===== src/rtl/bsd_pkg.sv =====
package bsd_pkg;
  localparam logic [7:0] SYNCH_CHAR   = 8'h55;
  localparam int         BRK_MIN_BITS = 11;
  localparam int         BRK_MAX_BITS = 22;
  localparam int         SYNCH_FALLS  = 5;

  typedef enum logic [2:0] {
    RX_IDLE,
    RX_LOW,
    RX_WAIT_HI,
    RX_DELIM,
    RX_MEAS
  } rx_state_e;

  // Bit i of an emitted break frame: low break, high delimiter, then an
  // optional start/data/stop character sent LSB first.
  function automatic logic frame_bit(int i, int brk_bits, int dl, logic [7:0] d);
    int j;
    logic [7:0] sh;
    j = i - brk_bits - dl;
    sh = d >> ((j > 0) ? (j - 1) : 0);
    if (i < brk_bits)  return 1'b0;
    else if (j < 0)    return 1'b1;
    else if (j == 0)   return 1'b0;
    else if (j <= 8)   return sh[0];
    else               return 1'b1;
  endfunction
endpackage


===== src/rtl/bsd_rx_edge.sv =====
module bsd_rx_edge #(
  parameter int STAGES = 2
) (
  input  logic clk,
  input  logic rst,
  input  logic rxd,
  output logic fall,
  output logic rise
);
  logic [STAGES:0] pipe;

  always_ff @(posedge clk) begin
    if (rst) pipe <= '1;
    else     pipe <= {pipe[STAGES-1:0], rxd};
  end

  assign fall = pipe[STAGES] & ~pipe[STAGES-1];
  assign rise = ~pipe[STAGES] & pipe[STAGES-1];
endmodule


===== src/rtl/bsd_rx_fsm.sv =====
module bsd_rx_fsm
  import bsd_pkg::*;
#(
  parameter int CW = 16,
  parameter int PW = CW - 3
) (
  input  logic          clk,
  input  logic          rst,
  input  logic          fall,
  input  logic          rise,
  input  logic          detect_en,
  input  logic [1:0]    delim_sel,
  input  logic          dormant,
  input  logic          brk_report_en,
  input  logic [PW-1:0] base_period,
  output logic [PW-1:0] period_q,
  output logic          brk_seen,
  output logic          brk_to,
  output logic          syn_to,
  output logic          syn_done,
  output logic          ready
);
  localparam int BW = PW + 5;

  rx_state_e     st;
  logic [BW-1:0] bcnt;
  logic [CW-1:0] scnt;
  logic [2:0]    nfall;
  logic [BW-1:0] per_x, brk_min, brk_max, delim_min;
  logic [PW-1:0] meas;

  assign per_x     = BW'(period_q);
  assign brk_min   = per_x * BW'(BRK_MIN_BITS);
  assign brk_max   = per_x * BW'(BRK_MAX_BITS);
  assign delim_min = per_x * (BW'(delim_sel) + BW'(1));
  assign meas      = PW'(scnt >> 3);

  always_ff @(posedge clk) begin
    if (rst) begin
      st       <= RX_IDLE;
      bcnt     <= '0;
      scnt     <= '0;
      nfall    <= '0;
      period_q <= base_period;
      brk_seen <= 1'b0;
      brk_to   <= 1'b0;
      syn_to   <= 1'b0;
      syn_done <= 1'b0;
      ready    <= 1'b0;
    end else begin
      brk_seen <= 1'b0;
      brk_to   <= 1'b0;
      syn_to   <= 1'b0;
      syn_done <= 1'b0;
      ready    <= 1'b0;
      case (st)
        RX_IDLE: begin
          if (fall) begin
            st   <= RX_LOW;
            bcnt <= BW'(1);
          end
        end
        RX_LOW: begin
          if (rise) begin
            if (bcnt >= brk_min) begin
              brk_seen <= 1'b1;
              ready    <= brk_report_en & ~dormant;
              st       <= detect_en ? RX_DELIM : RX_IDLE;
              bcnt     <= BW'(1);
            end else begin
              st <= RX_IDLE;
            end
          end else if (detect_en && bcnt >= brk_max) begin
            brk_to <= 1'b1;
            st     <= RX_WAIT_HI;
          end else if (bcnt != '1) begin
            bcnt <= bcnt + BW'(1);
          end
        end
        RX_WAIT_HI: begin
          if (rise) st <= RX_IDLE;
        end
        RX_DELIM: begin
          if (!detect_en) begin
            st <= RX_IDLE;
          end else if (fall) begin
            if (bcnt >= delim_min) begin
              st    <= RX_MEAS;
              scnt  <= CW'(1);
              nfall <= 3'd1;
            end else begin
              st   <= RX_LOW;
              bcnt <= BW'(1);
            end
          end else if (bcnt != '1) begin
            bcnt <= bcnt + BW'(1);
          end
        end
        RX_MEAS: begin
          if (!detect_en) begin
            st <= RX_IDLE;
          end else if (fall && nfall == 3'(SYNCH_FALLS - 1)) begin
            period_q <= (meas == '0) ? PW'(1) : meas;
            syn_done <= 1'b1;
            ready    <= 1'b1;
            st       <= RX_IDLE;
          end else if (scnt == '1) begin
            syn_to <= 1'b1;
            st     <= RX_IDLE;
          end else begin
            scnt <= scnt + CW'(1);
            if (fall) nfall <= nfall + 3'd1;
          end
        end
        default: st <= RX_IDLE;
      endcase
    end
  end
endmodule


===== src/rtl/bsd_tx_gen.sv =====
module bsd_tx_gen
  import bsd_pkg::*;
#(
  parameter int PW       = 13,
  parameter int BRK_BITS = 13
) (
  input  logic          clk,
  input  logic          rst,
  input  logic [PW-1:0] period,
  input  logic          detect_en,
  input  logic [1:0]    delim_sel,
  input  logic          brk_req,
  input  logic          wr,
  input  logic [7:0]    data,
  output logic          txd,
  output logic          busy
);
  localparam int SW = BRK_BITS + 4 + 10;
  localparam int NW = $clog2(SW + 1);

  logic [SW-1:0] frame, shreg;
  logic [NW-1:0] len, nleft;
  logic [PW-1:0] pcnt, per_l;
  logic          with_syn, start;

  assign with_syn = detect_en && (data == SYNCH_CHAR);
  assign start    = wr & brk_req & ~busy;
  assign len      = NW'(BRK_BITS) + NW'(delim_sel) + NW'(1) + (with_syn ? NW'(10) : NW'(0));

  always_comb begin
    for (int i = 0; i < SW; i++) begin
      frame[i] = frame_bit(i, BRK_BITS, int'(delim_sel) + 1, data);
    end
  end

  always_ff @(posedge clk) begin
    if (rst) begin
      txd   <= 1'b1;
      busy  <= 1'b0;
      shreg <= '1;
      nleft <= '0;
      pcnt  <= '0;
      per_l <= '0;
    end else if (start) begin
      busy  <= 1'b1;
      txd   <= frame[0];
      shreg <= frame >> 1;
      nleft <= len - NW'(1);
      pcnt  <= PW'(1);
      per_l <= period;
    end else if (busy) begin
      if (pcnt >= per_l) begin
        pcnt <= PW'(1);
        if (nleft == '0) begin
          busy <= 1'b0;
          txd  <= 1'b1;
        end else begin
          txd   <= shreg[0];
          shreg <= shreg >> 1;
          nleft <= nleft - NW'(1);
        end
      end else begin
        pcnt <= pcnt + PW'(1);
      end
    end
  end
endmodule


===== src/rtl/brk_sync_detect.sv =====
module brk_sync_detect #(
  parameter int CW          = 16,
  parameter int SYNC_STAGES = 2,
  parameter int TX_BRK_BITS = 13
) (
  input  logic          clk,
  input  logic          rst,
  input  logic          rxd,
  input  logic          detect_en,
  input  logic [1:0]    delim_sel,
  input  logic          dormant,
  input  logic          brk_report_en,
  input  logic [CW-4:0] base_period,
  input  logic          tx_brk_req,
  input  logic          tx_wr,
  input  logic [7:0]    tx_data,
  output logic [CW-4:0] period_out,
  output logic          brk_seen,
  output logic          brk_timeout,
  output logic          sync_timeout,
  output logic          sync_done,
  output logic          rx_ready,
  output logic          txd,
  output logic          tx_busy
);
  localparam int PW = CW - 3;

  logic fall, rise;

  bsd_rx_edge #(.STAGES(SYNC_STAGES)) u_edge (
    .clk(clk), .rst(rst), .rxd(rxd), .fall(fall), .rise(rise)
  );

  bsd_rx_fsm #(.CW(CW), .PW(PW)) u_rx (
    .clk(clk), .rst(rst), .fall(fall), .rise(rise),
    .detect_en(detect_en), .delim_sel(delim_sel), .dormant(dormant),
    .brk_report_en(brk_report_en), .base_period(base_period),
    .period_q(period_out), .brk_seen(brk_seen), .brk_to(brk_timeout),
    .syn_to(sync_timeout), .syn_done(sync_done), .ready(rx_ready)
  );

  bsd_tx_gen #(.PW(PW), .BRK_BITS(TX_BRK_BITS)) u_tx (
    .clk(clk), .rst(rst), .period(period_out), .detect_en(detect_en),
    .delim_sel(delim_sel), .brk_req(tx_brk_req), .wr(tx_wr),
    .data(tx_data), .txd(txd), .busy(tx_busy)
  );
endmodule


===== config.mk =====
export PLATFORM = sky130hd
export DESIGN_NAME = brk_sync_detect
export DESIGN_NICKNAME = d
export VERILOG_FILES = /design/src/rtl/bsd_pkg.sv /design/src/rtl/bsd_rx_edge.sv /design/src/rtl/bsd_rx_fsm.sv /design/src/rtl/bsd_tx_gen.sv /design/src/rtl/brk_sync_detect.sv
export SDC_FILE = /design/constraint.sdc
export NUM_CORES = 1
export LEC_CHECK = 0
export ABC_AREA = 0
export BUFFER_PORTS_ARGS = -buffer_cell sky130_fd_sc_hd__buf_4
export CAP_MARGIN = 20
export CORE_UTILIZATION = 68
export DETAILED_ROUTE_END_ITERATION = 10
export HOLD_SLACK_MARGIN = 0.06
export PLACE_DENSITY = 0.87
export REMOVE_ABC_BUFFERS = 1
export SETUP_SLACK_MARGIN = 0.5
export SLEW_MARGIN = 10
export SYNTH_ARGS = -nofsm -noshare
export SYNTH_HDL_FRONTEND = slang
export SYNTH_SLANG_ARGS = --single-unit

===== constraint.sdc =====
create_clock -name clk -period 14.7 [get_ports clk]
set_clock_uncertainty 0.05 [all_clocks]
set_input_delay 2.205 -clock clk [delete_from_list [all_inputs] [get_ports clk]]
set_output_delay 2.205 -clock clk [all_outputs]
set_load 0.01 [all_outputs]

=== Yosys cells after proc, flatten, opt, wreduce, memory -nomap -nowiden ===
Cells that the tools add are included.

* Flip-flop bits (word level): 121
* Bits in latches: 0
* Memory bits (writable): 0
* Bits in read-only memories: 0
* Input port bits: 31
* Output and inout port bits: 20
* Word-level logic and storage cells: 322
* Memories: 0

* $add $sub $neg: 39
* Multiply operators: 3
* Div/mod/pow operators: 0
* Order comparisons: 46
* Equal/unequal tests: 24
* Shift operators: 14
* Mux-type cells: 126
* Bitwise logic cells: 13
* Reduce and logical (&&, ||, !) cells: 39

{| class="wikitable"
|+ Operators with widths
! operator !! count
|-
| $gt 32x1->1 const B || 14
|-
| $le 32x5->1 const B || 14
|-
| $logic_not 32->1 || 14
|-
| $lt 32x1->1 const B || 14
|-
| $mux 32 || 14
|-
| $shr 8x32->1 || 14
|-
| $sub 32x2->32 const B || 14
|-
| $sub 5x32->32 const A || 6
|-
| $mux 18 || 8
|-
| $sub 4x32->32 const A || 4
|-
| $mux 27 || 4
|-
| $mux 16 || 6
|-
| $mux 13 || 6
|-
| $sub 3x32->32 const A || 2
|-
| $mux 1 || 59
|-
| $ge 18x18->1 || 3
|-
| $mux 3 || 18
|-
| $pmux 18 s3 || 1
|-
| $mul 13x4->17 const B || 2
|-
| $pmux 16 s2 || 1
|-
| $sub 1x32->32 const A || 1
|-
| $sub 2x32->32 const A || 1
|-
| $mux 5 || 4
|-
| $add 18x1->18 const B || 1
|-
| 43 further kinds || 79
|}

=== Longest topological paths before layout ===
* Word-level depth: 9
* Depth in mapped cells: 31

=== By module ===
Synthesis repeated with hierarchy kept, for this count alone.

* Cell total of the unflattened synthesis: 1,176
* Area total of the unflattened synthesis: 10,142.2 µm²

{| class="wikitable"
|+ Modules (own cells, without submodules)
! module !! instances !! cells an instance !! area an instance (µm²) !! sequential area each (µm²)
|-
| bsd_rx_fsm || 1 || 761 || 6,353.6 || 1,291.2
|-
| bsd_tx_gen || 1 || 407 || 3,696.0 || 1,201.2
|-
| bsd_rx_edge || 1 || 8 || 92.6 || 60.1
|}

=== Least setup slack after synthesis ===
No wires, ideal clock.

* Path type: input to register
* Start: input delim_sel[0]
* End: register u_rx.scnt[13]
* Library setup time: 0.128 ns
* Data arrival time: 8.114 ns
* Data required time: 14.522 ns
* Slack: 6.409 ns
* Stages: 30
* Buffers on the path: 5
* Cell sequence: inv_1 -> buf_1 -> ha_1 -> clkbuf_1 -> clkbuf_1 -> buf_1 -> nand2_1 -> fa_1 -> inv_1 -> ha_1 -> fa_1 -> a21o_1 -> a21oi_1 -> o21bai_1 -> a21oi_1 -> nor2b_1 -> o2111ai_1 -> nand2_1 -> o41ai_1 -> xor2_1 -> ha_1 -> nand4_1 -> or2_2 -> nor2_1 -> a21oi_1 -> a21o_1 -> buf_2 -> nor4_1 -> xnor2_1 -> nor2_1

* Cells in the longest elaborated chain, start to end: 5

{| class="wikitable"
|+ Ends and longest elaborated chain
! what !! line !! text
|-
| start, declared || brk_sync_detect.sv:10 || <nowiki>input logic [1:0] delim_sel,</nowiki>
|-
| $add 2x1->3 || bsd_rx_fsm.sv:35 || <nowiki>assign delim_min = per_x * (BW'(delim_sel) + BW'(1));</nowiki>
|-
| $mul 13x18->18 || bsd_rx_fsm.sv:35 ||
|-
| $ge 18x18->1 || bsd_rx_fsm.sv:87 || <nowiki>if (bcnt >= delim_min) begin</nowiki>
|-
| $ne 2x1->1 (no line) || -- ||
|-
| $reduce_and 7->1 (no line) || -- ||
|-
| end signal, assigned || bsd_rx_fsm.sv:111 || <nowiki>scnt <= scnt + CW'(1);</nowiki>
|-
| end, declared || bsd_rx_fsm.sv:27 || <nowiki>logic [CW-1:0] scnt;</nowiki>
|}

Every way passes these cells.
A chain may end at the register's enable or synchronous reset.

=== Worst setup path after layout ===
* Start: input delim_sel[0]
* End: register u_rx.scnt[9]

Same word-level chain as after synthesis.

==> results_dict.tcl <==
set metrics [dict create \
    status "finished clean" \
    multi_input_area_um2 6820 \
    arrival_ps 9070 \
    final_hold_viol_count 0 \
    slew_viol_final 0 \
    grt_max_degree 58 \
    wl_per_cell_um 17.6 \
    area_growth_pct 11.0 \
    finalWirelength_um 25000 \
    synth_compound_area_share_pct 18.1 \
    diodes 0 \
    wl_met3_um 2010 \
    row_count 43 \
    ant_nets 0 \
    synthMuxAreaShare_pct 4.28 \
    synth_fa_ha_area_share_pct 21.1 \
    first_pass_iters 6 \
    drc 0 \
    fillCellCount 977 \
    comb_power_share_pct 31.7 \
    routabilityCongestion 0.924 \
    hold_slack_ps 370 \
    cts_tree "yes" \
    io_buffer_count 50 \
    dpl.hpwl_um 17600 \
    drv_cap 0 \
    dieArea_um2 15100 \
    synth-simple-area-share_pct 20.8 \
    tightest_slew_ps 949 \
    grtUsageTotal_pct 34.2 \
    p_clk_share_pct 36.5 \
    p_int_mw 0.774 \
    ys_seq_area_share_pct 25.6 \
    fin_nets 1414 \
    wl_met2_um 11700 \
    start_kind "input port" \
    io_pins 51 \
    clockBufferDepth 2 \
    setup_tns_ps 0 \
    power_frac_seq_pct 31.7 \
    synth_top_family_by_area "adder cells" \
    synth_edf_count 13 \
    die_x_um 123 \
    antenna_found_initial 0 \
    place_area_um2 10400 \
    drt_iter0_drc 725 \
    htreeDepth 4 \
    worstHoldPathType "flip-flop to flip-flop" \
    synth.avg_cell_area_um2 8.36 \
    vias 9107 \
    synth_seq_cells 121 \
    max_freq_mhz 114 \
    clock-root-buffer "clkbuf_16" \
    crit_type "input port to flip-flop" \
    cp.required_ps 14980 \
    cts.sink_count 121 \
    ys.warnings.count 0 \
    endpoint_kind "flip-flop" \
    holdBufCountCts 0 \
    netlist_instances 1192 \
    post_drt_via_cell_ratio 6.40 \
    fp.coreArea_um2 14100 \
    synth_xor_area_share_pct 4.22 \
    syn_area_um2 9960 \
    register_area_um2 2550 \
    maxSlewHeadroom_pct 36.8 \
    finalSetupViolCount 0 \
    routedLengthMet1_um 10600 \
    path_clk_slew_ps 60 \
    async_flop_share_pct 0 \
    finalCritPeriodShare_pct 59.8 \
    post_cts_resized 0 \
    p_leak_nw 4.99 \
    max-vdd-ir-drop_uv 74.9 \
    cpMaxStageDelayCell "ha_1" \
    drive_above_1_share_pct 10.4 \
    grt_pass1_vias 8545 \
    crit_buf_inv 3 \
    final_area_um2 11100 \
    grt_overflow 0 \
    ys.flop_type "dfxtp_1" \
    p_per_area_nw_per_um2 106 \
    clk_latency_ps 430 \
    dr.max_layer_used "met4" \
    critPathMaxStageDelay_ps 1010 \
    min_period_ps 8790 \
    crit_fanout 38 \
    cts_inserted_buffers 17 \
    worst_path_most_repeated_cell "a21oi_1" \
    start_util_pct 70.7 \
    yosysUniqueCellTypes 76 \
    grt_pass1_wl_um 40400 \
    utilization_pct 78.4 \
    switching_share_pct 33.7 \
    grt_setup_unrepaired "no" \
    p_sw_mw 0.393 \
    fp.dieH_um 123 \
    power_mw 1.17 \
    cp_top_family "compound AO/OA/AOI/OAI gates" \
    post_cts_buffers 0 \
]
## synth_stat cells, drive strengths merged (12+ instances only)
master | instances | share of area (%)
xor2 | 23 | 2.0
nor3 | 25 | 1.3
clkbuf | 28 | 1.1
inv | 114 | 4.3
nor2 | 88 | 3.3
a31oi | 17 | 1.3
nand4 | 12 | 0.75
nor2b | 17 | 1.1
a21oi | 68 | 3.5
xnor2 | 25 | 2.2
edfxtp | 13 | 3.9
nand2b | 18 | 1.1
o21ai | 56 | 2.8
a211o | 16 | 1.4
fa | 23 | 4.6
and2 | 20 | 1.3
dfxtp | 108 | 22
a211oi | 20 | 1.6
a21o | 22 | 1.7
nand2 | 125 | 4.7
and3 | 25 | 1.6
nor4 | 12 | 0.75
ha | 131 | 16
mux2 | 15 | 1.7
nand3 | 34 | 1.7
## power by group through the flow
stage                     Sequential [mW]  Combinational, mW  Clock, mW
after CTS                           0.369              0.366      0.426
after global routing                0.372              0.414      0.442
after global placement              0.375              0.344          0
final                               0.370              0.370      0.426
after detailed placement            0.376              0.358          0
after floorplan                     0.370              0.268          0
## kinds of logic (layout without fill, tap and decap cells)
kind of cell | count (synthesis) | count (layout)
buffers and inverters | 153 | 202
AND/OR/NAND/NOR | 416 | 416
other | 1 | 2
multiplexers | 32 | 32
adder cells (fa/ha/maj) | 154 | 154
AO/OA/AOI/OAI | 267 | 267
XOR/XNOR | 48 | 48
flip-flops | 121 | 121
## cell type report
cell class | count | area share (%)
clock buffer | 22 | 4.39
clock inverter | 10 | 1.03
inverter | 114 | 3.87
multi-input combinational | 919 | 61.7
sequential | 121 | 23.1
tap | 180 | 2.04
timing repair buffer | 56 | 3.87
## cell usage in the layout, fill, tap and decap left out, types with 25 or more instances in the layout
cell | synthesis | routed
a21oi_1 | 65 | 65
dfxtp_1 | 108 | 108
inv_1 | 114 | 114
xnor2_1 | 25 | 25
ha_1 | 131 | 131
nand2_1 | 124 | 124
nand3_1 | 34 | 34
nor3_1 | 25 | 25
buf_4 | 1 | 55
nor2_1 | 88 | 88
o21ai_0 | 44 | 44
## routing by layer
metal	global-route usage, %	vias to the layer above
met5	0	-
met2	55.0	408
met1	44.0	4312
li1	-	4318
met3	7.75	69
met4	15.0	0
## sequential cells by signal, indices dropped and copies added (netlist names), 3 cells and up
| name | cells |
|---|---|
| u_tx.shreg | 27 |
| u_rx.bcnt | 18 |
| u_rx.scnt | 16 |
| u_rx.period_q | 13 |
| u_tx.pcnt | 13 |
| u_tx.per_l | 13 |
| u_tx.nleft | 5 |
| u_edge.pipe | 3 |
| u_rx.nfall | 3 |
| u_rx.st | 3 |
## final timing paths
check                                 startpoint        endpoint  slack, ps  cells after the start
worst min-delay path              u_edge.pipe[0]  u_edge.pipe[1]        370                      1
worst max-delay path                delim_sel[0]    u_rx.scnt[9]       5910                     26
worst min register to register    u_edge.pipe[0]  u_edge.pipe[1]        370                      1
worst max register to register  u_rx.period_q[8]    u_rx.bcnt[1]       8640                     22
## stage by stage
stage / setup slack, ps / cells
after floorplan: 7010 / 1154
after global placement: 6000 / 1388
after detailed placement: 5780 / 1388
after CTS: 5960 / 1420
after global routing: 5320 / 1422
final: 5910 / 1422
No activity file was read; power rests on OpenSTA's default activity.
